<file path="config.mk">
export PLATFORM = sky130hd
export DESIGN_NAME = interval_timer
export DESIGN_NICKNAME = d
export VERILOG_FILES = /design/src/rtl/tmr_pkg.sv /design/src/rtl/tmr_prescale.sv /design/src/rtl/tmr_downcount.sv /design/src/rtl/interval_timer.sv
export SDC_FILE = /design/constraint.sdc
export NUM_CORES = 1
export LEC_CHECK = 0
export BUFFER_PORTS_ARGS = -buffer_cell sky130_fd_sc_hd__buf_4
export CELL_PAD_IN_SITES_DETAIL_PLACEMENT = 0
export CELL_PAD_IN_SITES_GLOBAL_PLACEMENT = 1
export CORE_ASPECT_RATIO = 0.75
export CORE_MARGIN = 2
export CORE_UTILIZATION = 40
export DETAILED_ROUTE_END_ITERATION = 6
export GPL_TIMING_DRIVEN = 0
export PLACE_DENSITY_LB_ADDON = 0.2
export SLEW_MARGIN = 10
export SYNTH_ARGS = -nofsm -noshare
export SYNTH_HDL_FRONTEND = slang
export SYNTH_HIERARCHICAL = 1
export SYNTH_SLANG_ARGS = --single-unit
</file>
<file path="constraint.sdc">
create_clock -name clk -period 2.82 [get_ports clk]
set_input_delay 0 -clock clk [delete_from_list [all_inputs] [get_ports clk]]
set_output_delay 0 -clock clk [all_outputs]
set_load 0.03 [all_outputs]
</file>
<file path="src/rtl/tmr_pkg.sv">
package tmr_pkg;
    typedef enum logic {
        ST_HOLD = 1'b0,
        ST_RUN  = 1'b1
    } tmr_state_t;
endpackage

</file>
<file path="src/rtl/tmr_prescale.sv">
module tmr_prescale #(
    parameter int DIV_SEL0 = 245,
    parameter int DIV_SEL1 = 168
) (
    input  logic clk,
    input  logic rst_n,
    input  logic sel,
    input  logic run,
    input  logic restart,
    output logic tick
);
    localparam int DMAX = (DIV_SEL0 > DIV_SEL1) ? DIV_SEL0 : DIV_SEL1;
    localparam int PW   = (DMAX < 2) ? 1 : $clog2(DMAX);
    localparam logic [PW-1:0] LIM0 = PW'(DIV_SEL0 - 1);
    localparam logic [PW-1:0] LIM1 = PW'(DIV_SEL1 - 1);

    logic [PW-1:0] pre;
    logic [PW-1:0] lim;
    logic          sel_q;
    logic          sel_chg;

    assign lim     = sel ? LIM1 : LIM0;
    assign sel_chg = sel ^ sel_q;
    // a select change or a load starts a fresh prescale interval
    assign tick    = run && !restart && !sel_chg && (pre == lim);

    always_ff @(posedge clk) begin
        if (!rst_n) begin
            pre   <= '0;
            sel_q <= 1'b0;
        end else begin
            sel_q <= sel;
            if (restart || sel_chg) begin
                pre <= '0;
            end else if (run) begin
                pre <= (pre == lim) ? '0 : pre + 1'b1;
            end
        end
    end
endmodule

</file>
<file path="src/rtl/tmr_downcount.sv">
module tmr_downcount #(
    parameter int CNT_W = 16
) (
    input  logic             clk,
    input  logic             rst_n,
    input  logic             load,
    input  logic [CNT_W-1:0] load_val,
    input  logic [CNT_W-1:0] reload_val,
    input  logic             tick,
    output logic [CNT_W-1:0] count,
    output logic             expire
);
    // terminal count: the tick that would take the count to zero
    assign expire = tick && !load && (count == CNT_W'(1));

    always_ff @(posedge clk) begin
        if (!rst_n) begin
            count <= '0;
        end else if (load) begin
            count <= load_val;
        end else if (expire) begin
            count <= reload_val;
        end else if (tick) begin
            count <= count - 1'b1;
        end
    end
endmodule

</file>
<file path="src/rtl/interval_timer.sv">
module interval_timer
    import tmr_pkg::*;
#(
    parameter int BYTE_W   = 8,
    parameter int DIV_SEL0 = 245,
    parameter int DIV_SEL1 = 168
) (
    input  logic              clk,
    input  logic              rst_n,
    input  logic              wr_en,
    input  logic              wr_addr,
    input  logic [BYTE_W-1:0] wr_data,
    input  logic              clk_sel,
    input  logic              tmr_en,
    input  logic              irq_en,
    input  logic              irq_clr,
    output logic              irq
);
    localparam int CNT_W = 2 * BYTE_W;

    tmr_state_t        state;
    tmr_state_t        state_nxt;
    logic              run;
    logic [BYTE_W-1:0] base_hi;
    logic [BYTE_W-1:0] base_lo;
    logic              load;
    logic [CNT_W-1:0]  load_val;
    logic [CNT_W-1:0]  reload_val;
    logic              tick;
    logic              expire;
    logic [CNT_W-1:0]  count;

    // state register
    always_ff @(posedge clk) begin
        if (!rst_n) state <= ST_HOLD;
        else        state <= state_nxt;
    end

    // next state: GO and PAUSE
    always_comb begin
        state_nxt = state;
        unique case (state)
            ST_HOLD: if (tmr_en)  state_nxt = ST_RUN;
            ST_RUN:  if (!tmr_en) state_nxt = ST_HOLD;
            default: state_nxt = ST_HOLD;
        endcase
    end

    // state outputs
    always_comb begin
        unique case (state)
            ST_RUN:  run = 1'b1;
            default: run = 1'b0;
        endcase
    end

    // base registers
    always_ff @(posedge clk) begin
        if (!rst_n) begin
            base_hi <= '0;
            base_lo <= '0;
        end else if (wr_en) begin
            if (wr_addr) base_hi <= wr_data;
            else         base_lo <= wr_data;
        end
    end

    assign load       = wr_en && !wr_addr;
    assign load_val   = {base_hi, wr_data};
    assign reload_val = {base_hi, base_lo};

    tmr_prescale #(
        .DIV_SEL0 (DIV_SEL0),
        .DIV_SEL1 (DIV_SEL1)
    ) u_pre (
        .clk     (clk),
        .rst_n   (rst_n),
        .sel     (clk_sel),
        .run     (run),
        .restart (load),
        .tick    (tick)
    );

    tmr_downcount #(
        .CNT_W (CNT_W)
    ) u_cnt (
        .clk        (clk),
        .rst_n      (rst_n),
        .load       (load),
        .load_val   (load_val),
        .reload_val (reload_val),
        .tick       (tick),
        .count      (count),
        .expire     (expire)
    );

    // sticky flag: a new event wins over a clear
    always_ff @(posedge clk) begin
        if (!rst_n)                irq <= 1'b0;
        else if (expire && irq_en) irq <= 1'b1;
        else if (irq_clr)          irq <= 1'b0;
    end
endmodule

</file>
==> flow_summary.toml <==
[critical_path]
cp_top_family = "simple AND/OR/NAND/NOR gates"
path_class = "reg -> reg"
setup.worst_path.end_class = "flop"
cp.arrival_ns = 2.89
reg2reg_from = "u_pre/pre[0]"
cp_cell_sequence = "and4bb_1 -> mux2i_2 -> nor4b_1 -> buf_2 -> inv_1 -> nor3_1 -> clkbuf_2 -> o31ai_1 -> o32ai_1"
startpoint = "u_pre/pre[0]"
cp_slowest_stage_delay_ns = 0.45
critical_path_required_ns = 3.03
worstSetupStartpointType = "flop"
cp_slowest_cell = "nor3_1"
crit_buf_inv = 3
critPathMaxFanout = 10

[die]
die_w_um = 95.8
initial_core_util_pct = 40.8
dieArea_mm2 = 0.00698
die_h_um = 72.9
core_area_mm2 = 0.00619
io_pins = 17
rows = 25

[place]
place.gp.congestion = 0.837
io_buffers = 16
dp.final_hpwl_mm = 5.04
place_area_mm2 = 0.00275
post-place-ws_ns = 0.115
dpl.cell_count = 393

[clock_network]
path_clk_slew_ns = 0.09
post_cts_buffers = 0
root_buffer = "clkbuf_8"
cts.sinks = 43
clk_latency_ns = 0.30
htree_levels = 2
cts_buffers = 5
clock_path_buffers = 2
cts_tree = "built"

[logic_synthesis]
synth_edf_count = 0
postSynthAreaPerCell_um2 = 8.54
ys.warnings.count = 6
synthFlopType = "dfxtp_1"
async_reset_ff_share_pct = 0
synth.distinct_cells = 50
syn_area_mm2 = 0.00253
ys_seq_elements = 43
syn_inst = 296
synthesis.nets = 315
ys_seq_area_share_pct = 34.0

[grt]
grt_pass1_vias = 2149
antenna_found_initial = 0
gr-usage-all-layers_pct = 21.4
grt_max_degree = 14
grt_pass1_wl_mm = 11.2
grt_overflow = 0

[layout]
final_util_pct = 48.2
num_antenna_cells = 0
instances_no_fill = 413
nets = 350
area_delta_synth_final_pct = 18.0
drive_gt1_share_pct = 15.4
fill_cells = 632
fin_area_mm2 = 0.00298

[route]
wl_per_cell_um = 16.9
first_iter_violations = 155
drc = 0
via_per_inst = 5.52
drt_wl_total_mm = 6.99
ant_nets = 0
num_vias = 2281
dr.pass1.iters = 4

[run_status]
outcome = "finished with violations"
violations = "negative hold slack"

[sta]
clock-skew-final_ns = 0.00339
timing.final.ws_setup_ns = 0.142
finalCriticalPeriod_ns = 2.68
slew_headroom_pct = 61.6
final_max_slew_viol_count = 0
hold_violations = 1
holdWs_ns = -0.00223
period_share_pct = 95.0
setup_tns_ns = 0
setup_viol = 0
fmaxAchievable_mhz = 373
tightest_slew_ns = 0.572
rsz0062_at_grt = "no"

[power_and_ir_drop]
p_leak_nw = 1.11
power.density_mw_per_mm2 = 461
ir_drop_uv = 258

[run]
max_cap_viol_count = 0

[hold_path]
hold_path.class = "in -> reg"
holdCritStartpoint = "wr_data[4]"
[state kept, by name (all words and copies together) (netlist names)]
register and count:
base_hi 8, base_lo 8, irq 1, state 1, u_cnt/count 16, u_pre/pre 8
u_pre/sel_q 1
[Yosys cell counts (4+ instances only)]
master     n  area (µm²)
a211oi_1   4        30.0
nor3_1    12        60.1
xnor2_1    6        52.6
and3_1     4        25.0
nand4_1   13        81.3
mux2i_1   17         170
buf_6      4        45.0
nor2_1    17        63.8
nand3_1    5        25.0
dfxtp_1   43         861
xor2_1    10        87.6
nand2_1   52         195
o211ai_1   5        37.5
inv_1      8        30.0
a21oi_1    5        25.0
o32ai_1    5        43.8
buf_2      6        30.0
clkbuf_1   6        22.5
nand2b_1  11        68.8
o21ai_0   11        55.1
o31ai_1    6        45.0
[where the power goes]
group	internal, mW	total, mW	switching [mW]
registers	0.629	0.651	0.0224
clock network	0.223	0.455	0.232
logic	0.119	0.268	0.149
total	0.971	1.37	0.403
[cell usage in the layout (no fill, tap or decap), types with 6 or more instances in the layout]
cell and n:
dlygate4sd3_1 12, inv_1 8, nand2_1 52, mux2i_1 17, o21ai_0 11, xnor2_1 6
nor3_1 12, nand2b_1 11, buf_2 6, nor2_1 17, o31ai_1 6, clkbuf_8 7
buf_4 19, dfxtp_1 43, xor2_1 10, nand4_1 13
[per-stage QoR]
step	total power, mW	hold WS (ns)
after floorplan	0.839	0.122
after global placement	0.915	0.211
after detailed placement	0.916	0.214
after CTS	1.38	0.000456
after global routing	1.43	0.00242
final	1.37	-0.00223
[path summary, 6_finish.rpt]
kind                endpoint  slack, ns  cells past startpoint
min reg2reg       base_lo[2]       0.47                      2
max          u_cnt/count[14]       0.14                      9
max reg2reg  u_cnt/count[14]       0.14                      9
min               base_hi[4]     -0.002                      3
[timing repair]
| action | in CTS | in global routing |
|---|---|---|
| gates resized for setup | 0 | 3 |
| endpoints found under the setup margin | 0 | 10 |
| hold buffers | 12 | 0 |
| endpoints found under the hold margin | 16 | 0 |
[worst reg2reg max path: stages, from the launching register on]
cell	delay (ns)
dfxtp_1	0.37
and4bb_1	0.31
mux2i_2	0.10
nor4b_1	0.27
buf_2	0.25
inv_1	0.12
nor3_1	0.45
clkbuf_2	0.37
o31ai_1	0.13
o32ai_1	0.22
[logic make-up after synthesis]
group | share of synthesized area (%)
adder cells (fa/ha/maj) | 1.48
AND/OR/NAND/NOR | 30.2
multiplexers | 7.27
flip-flops | 34.0
XOR/XNOR | 5.54
buffers and inverters | 5.94
AO/OA/AOI/OAI | 15.5
[area by class of cell]
class                   instances  area [µm²]  area share [%]
clock inverters                 1        7.51           0.252
plain buffers                  19         121            4.07
inverters                       8        30.0            1.01
well taps                      81         101            3.40
repair buffers                 28         240            8.05
clock buffers                   7        96.3            3.23
flip-flops and latches         43         861            28.9
multi-input cells             226        1530            51.1
[per-layer routing]
layer	share of wire, %	track usage, %	vias to the layer above
li1	-	-	1146
met1	51	32.5	1067
met2	42	30.4	61
met3	5.6	4.34	7
met4	1.3	6.19	0
met5	0	0	-
No activity file was read; power rests on OpenSTA's default activity.
